<file path="src/rtl/csvx_pkg.sv">
package csvx_pkg;
   localparam int NSRC   = 2;
   localparam int REG_AW = 3;
   localparam int SRC_SOG   = 0;
   localparam int SRC_CSYNC = 1;

   typedef enum logic [REG_AW-1:0] {
      A_CTRL     = 3'd0,
      A_SOG_LO   = 3'd1,
      A_SOG_HI   = 3'd2,
      A_CSYNC_LO = 3'd3,
      A_CSYNC_HI = 3'd4
   } cfg_addr_e;

   function automatic logic [REG_AW-1:0] lo_addr(input int s);
      return REG_AW'(1 + 2 * s);
   endfunction

   function automatic logic [REG_AW-1:0] hi_addr(input int s);
      return REG_AW'(2 + 2 * s);
   endfunction
endpackage

</file>
<file path="src/rtl/csvx_sync.sv">
module csvx_sync #(
   parameter int STAGES = 2,
   parameter bit RST_VAL = 1'b1
) (
   input  logic clk,
   input  logic rst_n,
   input  logic d,
   output logic q
);
   logic [STAGES-1:0] chain;

   generate
      if (STAGES < 2) begin : g_bad
         $error("csvx_sync: STAGES must be at least 2");
      end
   endgenerate

   always_ff @(posedge clk or negedge rst_n) begin
      if (!rst_n) chain <= {STAGES{RST_VAL}};
      else        chain <= {chain[STAGES-2:0], d};
   end

   assign q = chain[STAGES-1];
endmodule

</file>
<file path="src/rtl/csvx_regs.sv">
module csvx_regs
   import csvx_pkg::*;
#(
   parameter int              THR_W   = 12,
   parameter logic [THR_W-1:0] THR_RST = 12'h080
) (
   input  logic                        clk,
   input  logic                        rst_n,
   input  logic                        we,
   input  logic [REG_AW-1:0]           addr,
   input  logic [7:0]                  wdata,
   output logic [7:0]                  rdata,
   output logic [NSRC-1:0]             inv,
   output logic [NSRC-1:0][THR_W-1:0]  thr
);
   localparam int HI_W = THR_W - 8;

   logic [NSRC-1:0]           inv_q;
   logic [NSRC-1:0][7:0]      lo_q;
   logic [NSRC-1:0][HI_W-1:0] hi_q;

   always_ff @(posedge clk or negedge rst_n) begin
      if (!rst_n)                      inv_q <= '0;
      else if (we && addr == A_CTRL)   inv_q <= wdata[NSRC-1:0];
   end

   generate
      for (genvar s = 0; s < NSRC; s++) begin : g_thr
         always_ff @(posedge clk or negedge rst_n) begin
            if (!rst_n) begin
               lo_q[s] <= THR_RST[7:0];
               hi_q[s] <= THR_RST[THR_W-1:8];
            end else if (we) begin
               if (addr == lo_addr(s)) lo_q[s] <= wdata;
               if (addr == hi_addr(s)) hi_q[s] <= wdata[HI_W-1:0];
            end
         end
         assign thr[s] = {hi_q[s], lo_q[s]};
      end
   endgenerate

   always_comb begin
      rdata = '0;
      if (addr == A_CTRL) rdata[NSRC-1:0] = inv_q;
      for (int s = 0; s < NSRC; s++) begin
         if (addr == lo_addr(s)) rdata = lo_q[s];
         if (addr == hi_addr(s)) rdata = {{(8-HI_W){1'b0}}, hi_q[s]};
      end
   end

   assign inv = inv_q;
endmodule

</file>
<file path="src/rtl/csvx_det.sv">
module csvx_det #(
   parameter int THR_W = 12
) (
   input  logic             clk,
   input  logic             rst_n,
   input  logic             active,
   input  logic [THR_W-1:0] thr,
   output logic [THR_W-1:0] cnt,
   output logic             vs
);
   localparam logic [THR_W-1:0] CNT_MAX = '1;

   logic [THR_W-1:0] cnt_q;
   logic [THR_W-1:0] cnt_nx;
   logic             vs_q;

   always_comb begin
      if (!active)               cnt_nx = '0;
      else if (cnt_q == CNT_MAX) cnt_nx = cnt_q;
      else                       cnt_nx = cnt_q + 1'b1;
   end

   always_ff @(posedge clk or negedge rst_n) begin
      if (!rst_n) begin
         cnt_q <= '0;
         vs_q  <= 1'b0;
      end else begin
         cnt_q <= cnt_nx;
         vs_q  <= (thr != '0) && (cnt_nx >= thr);
      end
   end

   assign cnt = cnt_q;
   assign vs  = vs_q;
endmodule

</file>
<file path="src/rtl/csync_vext.sv">
module csync_vext
   import csvx_pkg::*;
#(
   parameter int               THR_W       = 12,
   parameter int               SYNC_STAGES = 2,
   parameter logic [THR_W-1:0] THR_RST     = 12'h080
) (
   input  logic              clk,
   input  logic              rst_n,
   input  logic              sog_pin,
   input  logic              csync_pin,
   input  logic              cfg_we,
   input  logic [REG_AW-1:0] cfg_addr,
   input  logic [7:0]        cfg_wdata,
   output logic [7:0]        cfg_rdata,
   output logic              vs_sog,
   output logic              vs_csync
);
   generate
      if (THR_W < 9 || THR_W > 16) begin : g_bad_w
         $error("csync_vext: THR_W must lie in 9..16");
      end
   endgenerate

   logic [NSRC-1:0]            pin_w;
   logic [NSRC-1:0]            sync_w;
   logic [NSRC-1:0]            act_w;
   logic [NSRC-1:0]            inv_w;
   logic [NSRC-1:0]            vs_w;
   logic [NSRC-1:0][THR_W-1:0] thr_w;
   logic [NSRC-1:0][THR_W-1:0] cnt_w;

   assign pin_w[SRC_SOG]   = sog_pin;
   assign pin_w[SRC_CSYNC] = csync_pin;

   csvx_regs #(.THR_W(THR_W), .THR_RST(THR_RST)) u_regs (
      .clk   (clk),
      .rst_n (rst_n),
      .we    (cfg_we),
      .addr  (cfg_addr),
      .wdata (cfg_wdata),
      .rdata (cfg_rdata),
      .inv   (inv_w),
      .thr   (thr_w)
   );

   generate
      for (genvar s = 0; s < NSRC; s++) begin : g_src
         csvx_sync #(.STAGES(SYNC_STAGES), .RST_VAL(1'b1)) u_sync (
            .clk   (clk),
            .rst_n (rst_n),
            .d     (pin_w[s]),
            .q     (sync_w[s])
         );

         // conditioned level is low when active
         assign act_w[s] = ~(sync_w[s] ^ inv_w[s]);

         csvx_det #(.THR_W(THR_W)) u_det (
            .clk    (clk),
            .rst_n  (rst_n),
            .active (act_w[s]),
            .thr    (thr_w[s]),
            .cnt    (cnt_w[s]),
            .vs     (vs_w[s])
         );
      end
   endgenerate

   assign vs_sog   = vs_w[SRC_SOG];
   assign vs_csync = vs_w[SRC_CSYNC];
endmodule

</file>
<file path="config.mk">
export PLATFORM = sky130hd
export DESIGN_NAME = csync_vext
export DESIGN_NICKNAME = d
export VERILOG_FILES = /design/src/rtl/csvx_pkg.sv /design/src/rtl/csvx_sync.sv /design/src/rtl/csvx_regs.sv /design/src/rtl/csvx_det.sv /design/src/rtl/csync_vext.sv
export SDC_FILE = /design/constraint.sdc
export NUM_CORES = 1
export LEC_CHECK = 0
export BUFFER_PORTS_ARGS = -buffer_cell sky130_fd_sc_hd__clkbuf_2
export CORE_ASPECT_RATIO = 1.1
export CORE_UTILIZATION = 35
export DETAILED_ROUTE_END_ITERATION = 16
export MAX_ROUTING_LAYER = met4
export PLACE_DENSITY_LB_ADDON = 0.3
export SKIP_LAST_GASP = 1
export SYNTH_ARGS = -nofsm -noshare
export SYNTH_HDL_FRONTEND = slang
export SYNTH_SLANG_ARGS = --single-unit
</file>
<file path="constraint.sdc">
create_clock -name clk -period 5.4 [get_ports clk]
set_clock_uncertainty 0.15 [all_clocks]
set_input_delay 0.27 -clock clk [delete_from_list [all_inputs] [get_ports clk]]
set_output_delay 0.27 -clock clk [all_outputs]
set_load 0.005 [all_outputs]
</file>
==> summary.md, run 1 <==
| Metric | Value |
|---|---|
| Number of antenna violations at the first check in global routing | 0 |
| Detailed-route wire length | 7470 µm |
| Netlist Area Pre-Place | 0.00323 mm² |
| Data required time of the critical path | 5.44 ns |
| Final Critical Period | 3.14 ns |
| Routed via count | 2,490 |
| Seq/Total Area, Yosys | 0.436 |
| First-pass GRT wire length | 12,200 µm |
| Post-synth cell types | 44 |
| Overall routing resource usage | 0.170 |
| Setup repair after global routing missed its margin | no |
| Slowest cell on the critical path | sky130_fd_sc_hd__nor4_4 |
| Overall die area | 0.00963 mm² |
| Ant diodes | 0 |
| Clock-pin slew on the worst setup and hold paths | 0.10 ns |
| Cell type with the highest aggregate area in the netlist | sky130_fd_sc_hd__dfrtp_1 |
| Worst Max-Slew Pin Slew | 0.906 ns |
| Final count of hold timing violations | 0 |
| Clock buffer depth | 2 |
| Final-report max-slew violation count | 0 |
| Core Rows | 36 |
| Die Width | 93.6 µm |
| Number of synthesized flops with an enable pin | 0 |
| Worst-path fanout max | 8 |
| Cts bufs inserted | 5 |
| Type of the most critical hold path | input port to flop |
| Global placer's final weighted congestion | 0.793 |
| Peak clock frequency supported by timing | 318 MHz |
| Worst max-slew margin expressed relative to the limit | 0.388 |
| Cell leakage power | 1.62 nW |
| Finished layout cell area | 0.00361 mm² |
| Peak per-stage delay on the critical path | 0.52 ns |
| # IOs | 26 |
| Kind of critical path | flop to flop |
| Synth cell count leaders | sky130_fd_sc_hd__dfrtp_1 (50), sky130_fd_sc_hd__inv_1 (29), sky130_fd_sc_hd__nand2_1 (29), sky130_fd_sc_hd__ha_1 (26), sky130_fd_sc_hd__o21ai_0 (26) |
| Mean routed wirelength per cell | 15.8 µm |
| Initial core utilization | 0.363 |
| First-pass detailed-route iteration total | 4 |
| Status | complete, no violations |
| Overall die height | 103 µm |
| Remaining global-route overflow | 0 |
| Number of remaining DRC errors | 0 |
| Family of cells with the greatest summed delay on the critical path | simple AND/OR/NAND/NOR gates |
| FF+latch count, synth | 56 |
| Clock latency reported for the late side of the worst-skew pair | 0.30 ns |
| Root buffer cell | sky130_fd_sc_hd__clkbuf_8 |
| CP Cell Sequence | ha_1 > nand2_1 > nor4_4 > xnor2_1 > nand2_1 > ha_1 > nand2b_1 > a2111oi_0 > a2111oi_0 > o41a_1 |
| Share of flip-flops with an asynchronous set or reset | 1.00 |
| Data arrival at the endpoint of the critical path | 3.18 ns |
| Area share of the leading cell type in the synthesized netlist | 0.387 |
| Top_reg_cell synth | sky130_fd_sc_hd__dfrtp_1 |
| Synthesized netlist cell count | 328 |
| Vias/cell | 5.28 |
| Maximum vdd ir drop | 125 µV |
| Category of the worst setup path capture point | flop |
| Number of buffers added for setup after CTS | 0 |
| Share of cells above drive strength 1 | 0.159 |
| Std-Cell Core Area | 0.00892 mm² |
| TritonCTS Sinks | 56 |
| Largest cells by area after synthesis | sky130_fd_sc_hd__dfrtp_1 (39%), sky130_fd_sc_hd__ha_1 (10%), sky130_fd_sc_hd__dfstp_2 (4.9%), sky130_fd_sc_hd__o21ai_0 (4.0%), sky130_fd_sc_hd__mux2_2 (3.8%) |
| Filler instances | 906 |
| Max Cap Viol | 0 |
| Yosys Warn Count | 0 |
| Power density over cell area | 289 mW/mm² |
| Syn avg cell area | 9.86 µm² |
| Relative area change from synthesis to final layout | 11.7% |
| Total number of H-tree levels | 2 |
| Setup violation total in the final timing report | 0 |
| Estimated wirelength of the detail-placed design | 5800 µm |
| Largest net degree at the start of global routing | 57 |
| Startpoint Class | flop |
| IO buf count | 25 |
| Count of buffer and inverter cells on the critical path | 0 |
| Final worst path period share | 0.582 |
| Count of nets left with antenna violations after detail routing | 0 |
| Final net count | 399 |
| Cell with the most instances after synthesis | sky130_fd_sc_hd__dfrtp_1 |
| CTS tree | yes |
| Total negative slack | 0 ns |
| Via count of the first global-routing pass | 2,496 |
| 1st-iter DRT viols | 110 |
| Placement-stage cell area | 0.00348 mm² |
| Nets in the synthesized netlist | 370 |
-- area by class of cell --
type / count / area, µm² / share of cell area
Multi-Input combinational cell: 236 / 1690 / 0.467
Inverter: 29 / 109 / 0.0301
Sequential cell: 56 / 1410 / 0.390
Tap cell: 114 / 143 / 0.0395
Clock buffer: 8 / 100 / 0.0277
Timing Repair Buffer: 29 / 163 / 0.0450
-- layer usage --
layer,share of wire,global-route usage,up-vias
li1,-,-,1256
met1,0.43,0.186,1200
met2,0.54,0.324,26
met3,0.020,0.0273,8
met4,0.0094,0.0343,0
met5,0,-,-
-- timing repair --
action | in CTS | in global routing
endpoints found under the hold margin | 52 | 0
gates resized for setup | 0 | 0
hold buffers | 3 | 0
endpoints found under the setup margin | 0 | 0
-- worst paths after layout --
| check | startpoint | endpoint | slack, ns | cells past startpoint |
|---|---|---|---|---|
| max | g_src[1].u_det.cnt[0]$_DFF_PN0_ | g_src[1].u_det.vs$_DFF_PN0_ | 2.26 | 10 |
| min | cfg_wdata[7] | u_regs.thr[7]$_DFFE_PN1P_ | 0.03 | 3 |
| max reg2reg | g_src[1].u_det.cnt[0]$_DFF_PN0_ | g_src[1].u_det.vs$_DFF_PN0_ | 2.26 | 10 |
| min reg2reg | g_src[0].u_sync.chain[0]$_DFF_PN1_ | g_src[0].u_sync.chain[1]$_DFF_PN1_ | 0.21 | 0 |
| max in group asynchronous | rst_n | u_regs.thr[20]$_DFFE_PN0P_ | 4.15 | 3 |
| min in group asynchronous | rst_n | u_regs.inv[0]$_DFFE_PN0P_ | 0.48 | 3 |
-- layout by cell type (no fill, tap or decap), types with 4 or more instances in the layout --
| cell | netlist | final |
|---|---|---|
| sky130_fd_sc_hd__a21o_1 | 4 | 4 |
| sky130_fd_sc_hd__nand3_1 | 16 | 16 |
| sky130_fd_sc_hd__o21ai_0 | 26 | 26 |
| sky130_fd_sc_hd__dfstp_2 | 6 | 6 |
| sky130_fd_sc_hd__mux2_2 | 11 | 11 |
| sky130_fd_sc_hd__ha_1 | 26 | 26 |
| sky130_fd_sc_hd__a21oi_1 | 15 | 15 |
| sky130_fd_sc_hd__nand2_1 | 29 | 29 |
| sky130_fd_sc_hd__dfrtp_1 | 50 | 50 |
| sky130_fd_sc_hd__nor4_1 | 9 | 9 |
| sky130_fd_sc_hd__clkbuf_2 | 0 | 25 |
| sky130_fd_sc_hd__a2111oi_0 | 4 | 4 |
| sky130_fd_sc_hd__inv_1 | 29 | 29 |
| sky130_fd_sc_hd__nand4_1 | 7 | 7 |
| sky130_fd_sc_hd__xnor2_1 | 8 | 8 |
| sky130_fd_sc_hd__nor2_1 | 20 | 20 |
| sky130_fd_sc_hd__nand2b_1 | 4 | 4 |
| sky130_fd_sc_hd__mux2i_1 | 7 | 7 |
| sky130_fd_sc_hd__or4_1 | 5 | 5 |
| sky130_fd_sc_hd__clkbuf_8 | 0 | 7 |
| sky130_fd_sc_hd__nor3_1 | 5 | 5 |
| sky130_fd_sc_hd__a31oi_1 | 4 | 4 |
-- tightest hold or removal path, cell delays in order --
cell                       delay, ns
sky130_fd_sc_hd__clkbuf_2       0.09
sky130_fd_sc_hd__nand2_1        0.04
sky130_fd_sc_hd__o21ai_0        0.07
-- sequential cells by signal, indices dropped and copies added, names as in the netlist --
name,cells
g_src.u_det.cnt,24
u_regs.thr,24
g_src.u_sync.chain,4
g_src.u_det.vs,2
u_regs.inv,2
-- power by group --
group	internal [W]	switching [W]
Clock	0.000117	0.000131
Sequential	0.000482	0.0000654
Combinational	0.000111	0.000136
-- cell families after synthesis --
family,share of synthesized area
adder cells (fa/ha/maj),0.101
AO/OA/AOI/OAI,0.125
flip-flops,0.436
XOR/XNOR,0.0271
buffers and inverters,0.0422
multiplexers,0.0739
AND/OR/NAND/NOR,0.196
-- metrics by stage --
step / hold WS (ns) / std cells / worst slack [ns] / power (W) / utilization
2_1_floorplan: -0.176 / 328 / 2.53 / 0.000711 / -
3_3_place_gp: 0.196 / 461 / 2.37 / 0.000794 / 0.390
3_5_place_dp: 0.197 / 461 / 2.29 / 0.000804 / 0.390
4_1_cts: 0.0211 / 472 / 2.26 / 0.00106 / 0.405
5_1_grt: 0.0271 / 472 / 2.03 / 0.00112 / 0.405
6_report: 0.0254 / 472 / 2.26 / 0.00104 / 0.405
No activity file was read; power rests on OpenSTA's default activity.
==> inputs of run 2 (changes only) <==
--- a/config.mk
+++ b/config.mk
@@ -5,6 +5,7 @@
 export SDC_FILE = /design/constraint.sdc
 export NUM_CORES = 1
 export LEC_CHECK = 0
+export ABC_AREA = 1
 export BUFFER_PORTS_ARGS = -buffer_cell sky130_fd_sc_hd__clkbuf_2
 export CORE_ASPECT_RATIO = 1.1
 export CORE_UTILIZATION = 35
==> constraint.sdc (replaced) <==
create_clock -name clk -period 3.3 [get_ports clk]
set_clock_uncertainty 0.15 [all_clocks]
set_input_delay 0.165 -clock clk [delete_from_list [all_inputs] [get_ports clk]]
set_output_delay 0.165 -clock clk [all_outputs]
set_load 0.005 [all_outputs]
==> run 2 against run 1 <==
  * First-iteration DRC count grew 6.4%
  * Clock-buffer cell count stayed put
  * Critical path depth up 4
  * Clock power is 51% higher
  * Critical endpoint unchanged
==> summary.md, run 2 <==
| Metric | Value |
|---|---|
| Status | complete, no violations (unchanged) |
| Synth cell count leaders | sky130_fd_sc_hd__nand2_1 (132), sky130_fd_sc_hd__inv_1 (83), sky130_fd_sc_hd__dfrtp_1 (50), sky130_fd_sc_hd__nand3_1 (28), sky130_fd_sc_hd__ha_1 (26) (was sky130_fd_sc_hd__dfrtp_1 (50), sky130_fd_sc_hd__inv_1 (29), sky130_fd_sc_hd__nand2_1 (29), sky130_fd_sc_hd__ha_1 (26), sky130_fd_sc_hd__o21ai_0 (26)) |
| Kind of critical path | flop to flop (unchanged) |
| Cells after DPL | 603 (was 461) |
| Cell type with the highest aggregate area in the netlist | sky130_fd_sc_hd__dfrtp_1 (unchanged) |
| Final Critical Period | 2.70 ns (was 3.14 ns) |
| Setup violation total in the final timing report | 0 (unchanged) |
| 1st-iter DRT viols | 117 (was 110) |
| Count of nets left with antenna violations after detail routing | 0 (unchanged) |
| Cell with the most instances after synthesis | sky130_fd_sc_hd__nand2_1 (was sky130_fd_sc_hd__dfrtp_1) |
| Final count of hold timing violations | 0 (unchanged) |
| Area share of the leading cell type in the synthesized netlist | 0.362 (was 0.387) |
| IO buf count | 25 (unchanged) |
| Category of the worst setup path capture point | flop (unchanged) |
| Number of buffers inserted by hold repair at cts | 7 (was 3) |
| Peak clock frequency supported by timing | 370 MHz (was 318 MHz) |
| # IOs | 26 (unchanged) |
| Number of buffers added for setup after CTS | 0 (unchanged) |
| Type of the most critical hold path | input port to flop (unchanged) |
| Syn avg cell area | 7.46 µm² (was 9.86 µm²) |
| Startpoint Class | flop (unchanged) |
| Most used cells in the layout excluding fill and tap cells | sky130_fd_sc_hd__nand2_1 (132), sky130_fd_sc_hd__inv_1 (83), sky130_fd_sc_hd__dfrtp_1 (50) (was sky130_fd_sc_hd__dfrtp_1 (50), sky130_fd_sc_hd__inv_1 (29), sky130_fd_sc_hd__nand2_1 (29)) |
| Largest cells by area after synthesis | sky130_fd_sc_hd__dfrtp_1 (36%), sky130_fd_sc_hd__nand2_1 (14%), sky130_fd_sc_hd__ha_1 (9.4%), sky130_fd_sc_hd__inv_1 (9.0%), sky130_fd_sc_hd__dfstp_2 (4.6%) (was sky130_fd_sc_hd__dfrtp_1 (39%), sky130_fd_sc_hd__ha_1 (10%), sky130_fd_sc_hd__dfstp_2 (4.9%), sky130_fd_sc_hd__o21ai_0 (4.0%), sky130_fd_sc_hd__mux2_2 (3.8%)) |
| Post-layout instance count excluding filler cells | 618 (was 472) |
| Cell leakage power | 2.04 nW (was 1.62 nW) |
| Root buffer cell | sky130_fd_sc_hd__clkbuf_8 (unchanged) |
| Cell repeated most along the worst path | sky130_fd_sc_hd__nand2_1 |
| Setup repair after global routing missed its margin | no (unchanged) |
| Design internal power | 0.00114 W (was 0.000711 W) |
| CP Cell Sequence | ha_1 > nand2_1 > nor2_2 > nand3_1 > a31oi_1 > ha_1 > nand2_1 > inv_1 > nand2_1 > nand2_1 > nand2_1 > nand4_1 > nand2_1 > inv_1 (was ha_1 > nand2_1 > nor4_4 > xnor2_1 > nand2_1 > ha_1 > nand2b_1 > a2111oi_0 > a2111oi_0 > o41a_1) |
| Count of buffer and inverter cells on the critical path | 2 (was 0) |
| Number of remaining DRC errors | 0 (unchanged) |
| Power density over cell area | 450 mW/mm² (was 289 mW/mm²) |
| Filler instances | 982 (was 906) |
| Synthesized netlist cell count | 463 (was 328) |
| Relative area change from synthesis to final layout | 12.2% (was 11.7%) |
| Core Rows | 37 (was 36) |
| Clock buffer depth | 2 (unchanged) |
| Routed via count | 3,041 (was 2,490) |
| TritonCTS Sinks | 56 (unchanged) |
| Area of the multi-input gates | 0.00169 mm² (about the same) |
| Share of flip-flops with an asynchronous set or reset | 1.00 (unchanged) |
| First-pass detailed-route iteration total | 4 (unchanged) |
| Psw | 0.000601 W (was 0.000332 W) |
| Cts bufs inserted | 5 (unchanged) |
| Family of cells with the greatest summed delay on the critical path | simple AND/OR/NAND/NOR gates (unchanged) |
| Global placer's final weighted congestion | 0.894 (was 0.793) |
| Std-Cell Core Area | 0.00949 mm² (was 0.00892 mm²) |
| CTS tree | yes (unchanged) |
| Max Cap Viol | 0 (unchanged) |
| Final worst path period share | 0.820 (was 0.582) |
| Share of cells above drive strength 1 | 0.118 (was 0.159) |
| Vias/cell | 4.92 (was 5.28) |
| Overall die height | 106 µm (was 103 µm) |
| First-pass GRT wire length | 13,600 µm (was 12,200 µm) |
| Footprint of the flip-flops and latches | 0.00141 mm² (unchanged) |
| Overall die area | 0.0103 mm² (was 0.00963 mm²) |
| Largest net degree at the start of global routing | 46 (was 57) |
| Post-synth cell types | 27 (was 44) |
| Total number of H-tree levels | 2 (unchanged) |
| Data required time of the critical path | 3.36 ns (was 5.44 ns) |
| Final net count | 542 (was 399) |
| Yosys Warn Count | 0 (unchanged) |
| Slowest cell on the critical path | sky130_fd_sc_hd__dfrtp_1 (was sky130_fd_sc_hd__nor4_4) |
| Clock latency reported for the late side of the worst-skew pair | 0.31 ns (was 0.30 ns) |
| Sequential Power Share | 0.507 (was 0.525) |
| Estimated wirelength of the detail-placed design | 6530 µm (was 5800 µm) |
| Detailed-route wire length | 8050 µm (was 7470 µm) |
| FF+latch count, synth | 56 (unchanged) |
| Total negative slack | 0 ns (unchanged) |
| Via count of the first global-routing pass | 3,012 (was 2,496) |
| Worst Max-Slew Pin Slew | 1.10 ns (was 0.906 ns) |
| Initial core utilization | 0.364 (was 0.363) |
| Ant diodes | 0 (unchanged) |
| Mean routed wirelength per cell | 13.0 µm (was 15.8 µm) |
| Seq/Total Area, Yosys | 0.408 (was 0.436) |
| Post-CTS sizing | 0 (unchanged) |
| Nets in the synthesized netlist | 505 (was 370) |
| Top_reg_cell synth | sky130_fd_sc_hd__dfrtp_1 (unchanged) |
| Number of antenna violations at the first check in global routing | 0 (unchanged) |
| Die Width | 96.7 µm (was 93.6 µm) |
| Clock-pin slew on the worst setup and hold paths | 0.09 ns (was 0.10 ns) |
| Netlist Area Pre-Place | 0.00345 mm² (was 0.00323 mm²) |
| Remaining global-route overflow | 0 (unchanged) |
| Switching portion of total power | 0.344 (was 0.318) |
| Data arrival at the endpoint of the critical path | 2.77 ns (was 3.18 ns) |
| Number of synthesized flops with an enable pin | 0 (unchanged) |
| Combinational power share | 0.278 (was 0.237) |
| Commonest non-fill, non-tap cell in the layout | sky130_fd_sc_hd__nand2_1 (was sky130_fd_sc_hd__dfrtp_1) |
| Peak per-stage delay on the critical path | 0.41 ns (was 0.52 ns) |
| Clock power frac | 0.215 (was 0.238) |
| Worst-path fanout max | 11 (was 8) |
| Maximum vdd ir drop | 410 µV (was 125 µV) |
| Overall routing resource usage | 0.170 (about the same) |
| Final-report max-slew violation count | 0 (unchanged) |
| Worst max-slew margin expressed relative to the limit | 0.264 (was 0.388) |
## run 2: cell type report
type	count	area share
Inverter	90	0.0872
Tap cell	117	0.0378
Clock buffer	8	0.0232
Timing Repair Buffer	33	0.0523
Sequential cell	56	0.364
Multi-Input combinational cell	314	0.436
## run 2: power by group through the flow
| stage | logic, W | clock network [W] | registers (W) |
|---|---|---|---|
| after floorplan | 0.000347 | 0 | 0.000862 |
| after global placement | 0.000466 | 0 | 0.000890 |
| after detailed placement | 0.000482 | 0 | 0.000895 |
| after CTS | 0.000491 | 0.000393 | 0.000882 |
| after global routing | 0.000558 | 0.000423 | 0.000896 |
| final | 0.000484 | 0.000375 | 0.000884 |
## run 2: worst min-delay path, cell delays in order
cell	delay [ns]
sky130_fd_sc_hd__clkbuf_2	0.07
sky130_fd_sc_hd__inv_1	0.09
sky130_fd_sc_hd__o21ai_1	0.15
## run 2: logic make-up after synthesis
| family | share of synthesized area |
|---|---|
| xor gates and xnor gates | 0.0152 |
| and+or+nand+nor | 0.287 |
| buffers and inverters | 0.103 |
| AOI/OAI and AO/OA | 0.0928 |
| adders and majority gates | 0.0942 |
| DFF | 0.408 |
## run 2: metal layers
| layer | part of all wire | vias to the layer above | global-route usage |
|---|---|---|---|
| met4 | 0.039 | 0 | 0.0928 |
| li1 | - | 1566 | - |
| met3 | 0.023 | 23 | 0.0204 |
| met1 | 0.44 | 1389 | 0.191 |
| met5 | 0 | - | - |
| met2 | 0.50 | 63 | 0.295 |
## run 2: final timing paths
| kind | start | endpoint | slack (ns) | depth (start not counted) |
|---|---|---|---|---|
| setup / recovery | g_src[1].u_det.cnt[0]$_DFF_PN0_ | g_src[1].u_det.vs$_DFF_PN0_ | 0.60 | 14 |
| hold / removal | cfg_wdata[3] | u_regs.thr[15]$_DFFE_PN0P_ | 0.05 | 3 |
| setup reg to reg | g_src[1].u_det.cnt[0]$_DFF_PN0_ | g_src[1].u_det.vs$_DFF_PN0_ | 0.60 | 14 |
| hold reg to reg | g_src[0].u_sync.chain[0]$_DFF_PN1_ | g_src[0].u_sync.chain[1]$_DFF_PN1_ | 0.21 | 0 |
| max in group asynchronous | rst_n | g_src[0].u_det.cnt[9]$_DFF_PN0_ | 1.77 | 3 |
| min in group asynchronous | rst_n | u_regs.thr[22]$_DFFE_PN0P_ | 0.45 | 2 |
## run 2: per-stage QoR
stage	power, W	instance area (µm²)	hold WS, ns	setup WS, ns	util
after floorplan	0.00121	3450	-0.281	1.04	-
after global placement	0.00136	3710	0.102	0.674	0.391
after detailed placement	0.00138	3710	0.105	0.594	0.391
after CTS	0.00177	3870	0.0422	0.582	0.408
after global routing	0.00188	3870	0.0580	0.302	0.408
final	0.00174	3870	0.0521	0.595	0.408
